==> src/rtl/bo_pkg.sv <==
package bo_pkg;
  typedef enum logic [1:0] {
    BO_IDLE = 2'd0,
    BO_WAIT = 2'd1,
    BO_RUN  = 2'd2
  } bo_state_e;
endpackage

==> src/rtl/bo_counter.sv <==
module bo_counter #(
  parameter int W = 8
) (
  input  logic         clk_i,
  input  logic         rst_ni,
  input  logic         load_i,
  input  logic [W-1:0] load_val_i,
  input  logic         dec_i,
  output logic [W-1:0] count_o,
  output logic         last_o
);
  localparam logic [W-1:0] ONE = W'(1);

  logic [W-1:0] count_q;

  // zero and one both finish on the next counted tick
  assign last_o  = (count_q <= ONE);
  assign count_o = count_q;

  always_ff @(posedge clk_i or negedge rst_ni) begin
    if (!rst_ni)     count_q <= '0;
    else if (load_i) count_q <= load_val_i;
    else if (dec_i)  count_q <= last_o ? '0 : count_q - ONE;
  end
endmodule

==> src/rtl/bo_fsm.sv <==
module bo_fsm
  import bo_pkg::*;
(
  input  logic      clk_i,
  input  logic      rst_ni,
  input  logic      load_i,
  input  logic      alt_mode_i,
  input  logic      ifs_done_i,
  input  logic      slot_tick_i,
  input  logic      cnt_last_i,
  output bo_state_e state_o,
  output logic      dec_o,
  output logic      expire_o
);
  bo_state_e state_q, state_d;
  logic      expire_q;
  logic      finish;

  assign dec_o  = (state_q == BO_RUN) && slot_tick_i && !load_i;
  assign finish = dec_o && cnt_last_i;

  always_comb begin
    state_d = state_q;
    if (load_i) begin
      state_d = alt_mode_i ? BO_WAIT : BO_RUN;
    end else begin
      unique case (state_q)
        BO_WAIT: if (ifs_done_i) state_d = BO_RUN;
        BO_RUN:  if (finish)     state_d = BO_IDLE;
        default: state_d = state_q;
      endcase
    end
  end

  always_ff @(posedge clk_i or negedge rst_ni) begin
    if (!rst_ni) begin
      state_q  <= BO_IDLE;
      expire_q <= 1'b0;
    end else begin
      state_q  <= state_d;
      expire_q <= finish;
    end
  end

  assign state_o  = state_q;
  assign expire_o = expire_q;
endmodule

==> src/rtl/bo_timer.sv <==
module bo_timer
  import bo_pkg::*;
#(
  parameter int W = 8
) (
  input  logic         clk_i,
  input  logic         rst_ni,
  input  logic         slot_tick_i,
  input  logic         load_i,
  input  logic [W-1:0] load_val_i,
  input  logic         alt_mode_i,
  input  logic         ifs_done_i,
  output logic [W-1:0] count_o,
  output logic         busy_o,
  output logic         expire_o
);
  bo_state_e state;
  logic      dec;
  logic      last;

  bo_fsm u_fsm (
    .clk_i       (clk_i),
    .rst_ni      (rst_ni),
    .load_i      (load_i),
    .alt_mode_i  (alt_mode_i),
    .ifs_done_i  (ifs_done_i),
    .slot_tick_i (slot_tick_i),
    .cnt_last_i  (last),
    .state_o     (state),
    .dec_o       (dec),
    .expire_o    (expire_o)
  );

  bo_counter #(.W(W)) u_cnt (
    .clk_i      (clk_i),
    .rst_ni     (rst_ni),
    .load_i     (load_i),
    .load_val_i (load_val_i),
    .dec_i      (dec),
    .count_o    (count_o),
    .last_o     (last)
  );

  assign busy_o = (state != BO_IDLE);
endmodule

==> config.mk <==
export PLATFORM = sky130hd
export DESIGN_NAME = bo_timer
export DESIGN_NICKNAME = d
export VERILOG_FILES = /design/src/rtl/bo_pkg.sv /design/src/rtl/bo_counter.sv /design/src/rtl/bo_fsm.sv /design/src/rtl/bo_timer.sv
export SDC_FILE = /design/constraint.sdc
export NUM_CORES = 1
export LEC_CHECK = 0
export ABC_AREA = 1
export BUFFER_PORTS_ARGS = -buffer_cell sky130_fd_sc_hd__clkbuf_2
export CORE_MARGIN = 2
export CORE_UTILIZATION = 52
export CTS_CLUSTER_SIZE = 30
export DETAILED_ROUTE_END_ITERATION = 8
export PLACE_DENSITY = 0.84
export SLEW_MARGIN = 15
export SYNTH_ARGS = -nofsm -noshare
export SYNTH_HDL_FRONTEND = slang
export SYNTH_SLANG_ARGS = --single-unit
==> constraint.sdc <==
create_clock -name clk_i -period 3.1 [get_ports clk_i]
set_clock_uncertainty 0.05 [all_clocks]
set_input_delay 0.62 -clock clk_i [delete_from_list [all_inputs] [get_ports clk_i]]
set_output_delay 0.62 -clock clk_i [all_outputs]
set_load 0.03 [all_outputs]
# == After elaboration in Yosys (flattened, before gate mapping) ==
# Cells that the tools add are included.
# totals
regBits,11
in_bits,14
output_inout_bits,10
elab_cells,25
# op_classes
add_sub_neg,1
magnitude_cmp,1
n_eq_ne,4
n_mux,8
reduce_logical,8
# ops
op,n
two-way mux 8 bit,3
"less-or-equal comparator 8 x 1 -> 1 bit, second input constant",1
two-way mux 2 bit,4
"subtractor 8 x 1 -> 8 bit, second input constant",1
one-hot mux 2 bit (2 select lines),1
nonzero test 2 bit,2
logical AND 1 bit,3
"!= test 3 x 2 -> 1 bit, second input constant",1
"!= test 3 bit, second input constant",1
AND reduction 3 bit,1
nonzero test 3 bit,1
"equality test 2 x 1 -> 1 bit, second input constant",1
"equality test 2 bit, second input constant",1
zero test 1 bit,1

# == Longest topological paths before layout ==
# Gate-level depths: netlist of run 1.
# depth
word_depth,7
ltp_mapped,9
mapped_depth_nobuf,9

# == Cells and area by module ==
# Synthesis of run 1 repeated with hierarchy kept, for this count alone.
# unflattened
cells_unflattened,88
hier_area_um2,737.0
# by_module_without_submodules
module,instances,cells_per_inst,area_per_inst_um2
bo_counter,1,65,560.5
bo_fsm,1,20,165.2
bo_timer,1,3,11.3

# == Worst setup path before layout of run 1 ==
# OpenSTA, ideal clock, no wires.
# synth_path
path_type,reg-to-reg
from,"register u_cnt.count_q[0], in the netlist u_cnt.count_o[0]"
to,"register u_cnt.count_q[3], in the netlist u_cnt.count_o[3]"
setup_ps,65
arrival_ps,1431
t_required_ps,2985
path_slack_ps,1554
stages_incl_launch_ff,10
synth_period_minus_slack_ps,1546
path_cell_list,dfrtp_1 -> inv_1 -> ha_1 -> nor2_1 -> nor2_2 -> nand2_4 -> nand2_2 -> nor2_1 -> nand2_1 -> nand2_1
# synth_between
elab_chain_cells,4
# synth_rtl
element,line_no,text
start: declaration,bo_counter.sv:14,logic [W-1:0] count_q;
start signal: assignment,bo_counter.sv:22,else if (load_i) count_q <= load_val_i;
start signal: assignment,bo_counter.sv:23,else if (dec_i) count_q <= last_o ? '0 : count_q - ONE;
subtractor 8 x 1 -> 8 bit / less-or-equal comparator 8 x 1 -> 1 bit (equally long branches),"bo_counter.sv:23, bo_counter.sv:17",
two-way mux 8 bit (*) (2 in series),bo_counter.sv:23,
two-way mux 8 bit (*),bo_counter.sv:22,
# Mark *: on every way between the ends. The rest lies on a longest branch, timed or not. The select of a mux whose other input is x is not followed.
# A chain may end at the register's enable or synchronous reset.

# == Worst setup path in the final report of run 1 ==
# layout_path
from,"register u_fsm.state_q[1], in the netlist u_fsm.state_o[1]"
to,output port busy_o
# layout_between
elab_chain_cells,1
# layout_rtl
element,line_no,text
start: declaration,bo_fsm.sv:15,"bo_state_e state_q, state_d;"
start signal: assignment,bo_fsm.sv:40,state_q <= state_d;
nonzero test 2 bit,bo_timer.sv:44,assign busy_o = (state != BO_IDLE);
end: declaration,bo_timer.sv:14,"output logic busy_o,"
# No other way between the ends.

==> reports/results.ini, run 1 <==
[global_route]
grt_pass1_wl_mm=2.835
grt_overflow=0
grt_pass1_vias=668
grt_antenna_before_repair=0
grt_usage_pct=21.34
grt_max_degree=12

[floorplanning]
dieHeight_um=41.87
die_w_um=41.87
die_area_mm2=0.001753
io_pins=24
start_util_pct=56.60
core.rowCount=13
coreArea_mm2=0.001318

[flow_run]
cap_violations=0

[cts]
tritoncts=yes
ctsHoldBuffers=0
clk_latency_ns=0.27
h-tree-depth=1
clock_path_buffers=2
clk_pin_slew_ns=0.07
tritoncts.num_buffers=3
clock_sinks=11
cts_resized=0
cts_setup_buffers=0
cts_root_buf=clkbuf_4

[placement]
gp_congestion=0.8227
io_buffers=23
post-dp-hpwl_mm=1.263

[synth]
synth_seq_cells=11
netlist_area_um2=745.7
yosysWarningCount=0
ys_seq_area_share_pct=36.91
syn_nets=126
yosys.area.top_type=dfrtp_1
synth_compound_area_share_pct=9.732
syn_avg_cell_area_um2=6.779
synth_fa_ha_area_share_pct=3.356
muxShareOfSynthArea_pct=0
synth.area.top_cells=dfrtp_1 (37%), nand2_1 (18%), inv_1 (6.5%)
syn-instance-count=110
synth-xor-area-share_pct=2.349
synth_simple_gate_area_share_pct=37.92
synth_top_family_by_area=simple AND/OR/NAND/NOR gates
synth_top_area_share_pct=36.91
ys_types=18

[critical_path]
crit_family=flip-flops
end_kind=output port
cpPeakStageDelay_ns=0.41
path_cells=inv_1 -> nand2_1 -> clkbuf_2
cp.required_ns=2.43
start_kind=register
critPathBufInv=2
arrival_ns=1.01
worstPathMaxFanout=3
critical_path_class=register to output port
critPathSlowestCell=dfrtp_1

[finish]
fillers=114
nets=153
diodes=0
drive_above_1_share_pct=27.94
synthToLayoutAreaGrowth_pct=20.81

[routing]
drt-total-wl_mm=1.596
wl_per_cell_um=10.57
detail-route-antenna-nets=0
via_count=757
drt_iter0_drc=16
drtPass1Iterations=4
drc=0
viasPerCell=5.013

[outcome]
status=complete, no violations

[timing]
relSlewSlack_pct=81.58
hold_viol=0
finalSetupTns_ns=0
maxSlewViolCount=0
worstMarginPinSlew_ns=0.2763
min_period_ns=1.679
rsz0062_at_grt=false
final-setup-viol-count=0
clock.fmax_mhz=595.6
fin_crit_sh_pct=54.16

[pwr]
power_leakage_nw=0.5308
power_density_mw_per_mm2=500.7
peakVddDrop_mv=0.3103
total_power_mw=0.4511

[min_path]
hold_path_class=input port to async pin

[routing by layer]
layer  vias up  track usage [%]  wire length (µm)  share of wire [%]
met5         -                0                 0                  0
met4         0            10.32                34                2.1
met3         5            6.087               115                7.2
met2        27            30.94               696                 44
met1       329            28.96               750                 47
li1        396                -                 -                  -
[report_power, final]
| part | switching [mW] | internal, mW |
|---|---|---|
| combinational | 0.115 | 0.0546 |
| clock | 0.0490 | 0.0499 |
| sequential | 0.0204 | 0.162 |
| total | 0.185 | 0.267 |
[cell families (layout without fill, tap and decap cells)]
logic type                 count (synthesis)  in the layout
AOI/OAI and AO/OA                         13             13
buffers and inverters                     19             45
adders and majority gates                  2              2
xor gates and xnor gates                   2              2
DFF                                       11             11
and+or+nand+nor                           63             63
[synthesized netlist by cell type]
cell,n
nand3_1,7
ha_1,2
nand2_4,1
o21ai_1,1
dfrtp_1,11
o21ai_0,9
buf_2,1
nand2_1,35
nand4_1,3
xor2_1,2
inv_2,5
nor2_1,10
nand3b_1,1
nor2_2,3
nand2_2,2
nand3_2,1
inv_1,13
o21bai_1,3
[per-stage QoR]
stage | std cells | hold slack (ns) | setup WS [ns] | area, µm² | utilization, %
2_1_floorplan | 110 | 0.2744 | 1.554 | 745.7 | -
3_3_place_gp | 147 | 0.4524 | 1.530 | 874.6 | 66.38
3_5_place_dp | 147 | 0.4637 | 1.476 | 874.6 | 66.38
4_1_cts | 151 | 0.1761 | 1.414 | 900.9 | 68.38
5_1_grt | 151 | 0.1788 | 1.375 | 900.9 | 68.38
6_report | 151 | 0.1595 | 1.421 | 900.9 | 68.38
[layout make-up]
| cell class | count | area [µm²] | area share, % |
|---|---|---|---|
| multi-input cells | 80 | 397.9 | 44.17 |
| inverters | 18 | 67.56 | 7.500 |
| well taps | 15 | 18.77 | 2.083 |
| clock buffers | 4 | 26.28 | 2.917 |
| repair buffers | 23 | 115.1 | 12.78 |
| flip-flops and latches | 11 | 275.3 | 30.56 |
[final timing paths]
check / startpoint / endpoint / slack, ns / cells past startpoint
setup / recovery: u_fsm.state_o[1] / busy_o / 1.42 / 3
max in group asynchronous: rst_ni / u_cnt.count_o[1] / 2.62 / 1
hold reg to reg: u_cnt.count_o[0] / u_cnt.count_o[0] / 0.47 / 1
hold / removal: rst_ni / u_fsm.state_o[1] / 0.16 / 1
min in group clk_i: u_cnt.count_o[0] / u_cnt.count_o[0] / 0.47 / 1
setup reg to reg: u_cnt.count_o[0] / u_cnt.count_o[7] / 1.56 / 9
[registers in the layout, summed over array words and instances, names as in the netlist]
signal          flops
u_fsm.expire_o      1
u_fsm.state_o       2
u_cnt.count_o       8
[placed cells by master, fill, tap and decap left out, types with 2 or more instances in the layout]
cell,netlist,routed
nand2_1,35,35
clkbuf_2,0,23
inv_1,13,13
dfrtp_1,11,11
nor2_1,10,10
o21ai_0,9,9
nand3_1,7,7
inv_2,5,5
nor2_2,3,3
nand4_1,3,3
o21bai_1,3,3
clkbuf_4,0,3
nand2_2,2,2
xor2_1,2,2
ha_1,2,2
Power figures use the tool's default switching activity.
==> run 2, diff against run 1 <==
ABC_AREA = 0   (was 1)
CORE_UTILIZATION = 47   (was 52)
PLACE_DENSITY = 0.79   (was 0.84)
clock period = 1.55 ns   (was 3.1 ns; I/O delays follow)
==> reports/results.ini, run 2 <==
[timing]
min_period_ns=1.622
finalSetupTns_ns=-0.1192  ; -0.1192 ns
fin_crit_sh_pct=104.6
final-setup-viol-count=2  ; +2
relSlewSlack_pct=75.16  ; -6.4 points
worstMarginPinSlew_ns=0.3727  ; +0.09634 ns
hold_viol=0  ; unchanged
maxSlewViolCount=0  ; unchanged
clock.fmax_mhz=616.5
rsz0062_at_grt=true
fin_ws_ns=-0.07203  ; -1.493 ns

[synth]
synth-xor-area-share_pct=0  ; -2.3 points
synth_top_area_share_pct=41.04  ; +4.1 points
synth_ff_type=dfrtp_1
yosysWarningCount=0  ; unchanged
syn_avg_cell_area_um2=9.063  ; +34%
ys_seq_area_share_pct=41.04  ; +4.1 points
synth_fa_ha_area_share_pct=3.731  ; +0.38 points
synth.area.top_cells=dfrtp_1 (41%), a21oi_1 (5.2%), o21ai_0 (4.5%)
syn_nets=90  ; -29%
synth_simple_gate_area_share_pct=29.10  ; -8.8 points
ys_types=34  ; +16
synth_top_family_by_area=simple AND/OR/NAND/NOR gates
netlist_top_cells_count=dfrtp_1 (11), a21oi_1 (7), nand2_1 (6), o21ai_0 (6), nor2_1 (5)
synth_seq_cells=11  ; unchanged
synth_compound_area_share_pct=16.23  ; +6.5 points
netlist_area_um2=670.6  ; -10%
synth_edf_count=0  ; unchanged
muxShareOfSynthArea_pct=6.343  ; +6.3 points
post-synth-top-count-cell=dfrtp_1
yosys.area.top_type=dfrtp_1
syn-instance-count=74  ; -33%
synthArstFlopShare_pct=100.0  ; unchanged

[outcome]
status=complete, but fails checks
violations=negative setup slack

[cts]
tritoncts.num_buffers=3  ; unchanged
clk_latency_ns=0.27  ; about the same
cts_root_buf=clkbuf_4
clock_sinks=11  ; unchanged
clk_pin_slew_ns=0.08  ; about the same
h-tree-depth=1  ; unchanged
tritoncts=yes
clock_path_buffers=2  ; unchanged

[finish]
fillers=77  ; -32%
multi_input_area_um2=450.4  ; +13%
final_cell_mix=clkbuf_2 (22), buf_4 (17), dfrtp_1 (7)
drive_above_1_share_pct=56.78  ; +29 points
largest_reg_flops=8  ; unchanged
seqCellArea_um2=280.3  ; +1.8%
mostFrequentLayoutCell=clkbuf_2
diodes=0  ; unchanged
synthToLayoutAreaGrowth_pct=59.89
nets=135  ; -12%
final_core_util_pct=81.39  ; +13 points
final_area_mm2=0.001072  ; +19%

[routing]
drtPass1Iterations=4  ; unchanged
via_count=708  ; -6.5%
viasPerCell=5.323  ; +6.2%
drc=0  ; unchanged
wl_per_cell_um=13.47  ; +27%
drt-total-wl_mm=1.791  ; +12%
drt_iter0_drc=15  ; -1
detail-route-antenna-nets=0  ; unchanged

[pwr]
power_density_mw_per_mm2=830.8  ; +66%
power_leakage_nw=0.4974  ; -6.3%
peakVddDrop_mv=0.6303  ; +100%

[floorplanning]
dieHeight_um=41.78  ; -0.23%
io_pins=24  ; unchanged
core.rowCount=13  ; unchanged
start_util_pct=50.90  ; -5.7 points
coreArea_mm2=0.001318  ; unchanged
die_area_mm2=0.001745  ; -0.45%
die_w_um=41.78  ; -0.23%

[placement]
io_buffers=23  ; unchanged
place_area_um2=970.9  ; +11%
gp_congestion=0.8255  ; +0.34%
post-dp-hpwl_mm=1.266  ; +0.21%

[global_route]
grt_pass1_wl_mm=2.801  ; -1.2%
grt_max_degree=21  ; +9
grt_usage_pct=21.13  ; -0.21 points
grt_pass1_vias=650  ; -2.7%
grt_antenna_before_repair=0  ; unchanged
grt_overflow=0  ; unchanged

[critical_path]
cpPeakStageDelay_ns=0.45  ; +0.04 ns
start_kind=register
path_cells=nor4_4 -> nand4b_1 -> mux2_4 -> mux2_2
worstPathMaxFanout=4  ; +1
end_kind=register
critPathSlowestCell=dfrtp_2
cp.required_ns=1.66  ; -0.77 ns
critical_path_class=register to register
arrival_ns=1.74  ; +0.73 ns

[min_path]
hold_path_class=input port to register

[flow_run]
cap_violations=0  ; unchanged

## run 2: worst paths after layout
check | slack, ns | end | cells past startpoint | from
max reg2reg | -0.07 | u_cnt.count_o[7] | 4 | u_cnt.count_o[1]
max | -0.07 | u_cnt.count_o[7] | 4 | u_cnt.count_o[1]
min reg2reg | 0.64 | u_fsm.state_o[1] | 3 | u_fsm.state_o[1]
min in group asynchronous | 0.41 | u_cnt.count_o[7] | 2 | rst_ni
max in group asynchronous | 0.79 | u_cnt.count_o[2] | 2 | rst_ni
min | 0.20 | u_cnt.count_o[6] | 3 | load_val_i[6]
## run 2: area by class of cell
cell class,count,area share [%]
clock buffer,4,2.450
multi-input combinational,57,42.01
sequential,11,26.14
inverter,3,1.050
timing repair buffer,43,26.60
tap,15,1.750
## run 2: logic make-up after synthesis
family / Yosys count
simple gates: 32
buf+inv: 6
compound gates: 19
mux: 4
flops: 11
fa+ha+maj: 2
## run 2: timing repair
item,4_1_cts,5_1_grt
hold buffers,1,0
endpoints found under the setup margin,5,9
buffers inserted,1,2
endpoints found under the hold margin,11,0
gates resized for setup,6,11
pin swaps,2,3
## run 2: layer usage
layer / GRT usage, % / up-vias / share of wire, %
met5: 0 / - / 0
li1: - / 355 / -
met4: 7.742 / 0 / 0.39
met2: 36.25 / 18 / 52
met1: 26.17 / 333 / 44
met3: 3.913 / 2 / 3.8
## run 2: critical path: cells and delay by family, from the launching register on
family / cells / cell delay (ns)
simple gates: 2 / 0.44
flops: 1 / 0.45
mux: 2 / 0.57
## run 2: through the flow
| stage | cells | hold slack, ns | setup slack [ns] | total power, mW |
|---|---|---|---|---|
| 3_3_place_gp | 126 | 0.1506 | -0.03381 | 0.6446 |
| 4_1_cts | 132 | 0.1910 | -0.07843 | 0.8698 |
| 5_1_grt | 133 | 0.2033 | -0.1126 | 0.9462 |
| 6_report | 133 | 0.1971 | -0.07203 | 0.8908 |
| 3_5_place_dp | 126 | 0.1592 | -0.06242 | 0.6511 |
| 2_1_floorplan | 74 | -0.03559 | -0.1344 | 0.5232 |
## run 2: power breakdown
group	internal [mW]	total, mW	switching, mW
Combinational	0.158	0.326	0.167
Sequential	0.316	0.358	0.0424
Clock	0.0996	0.207	0.107
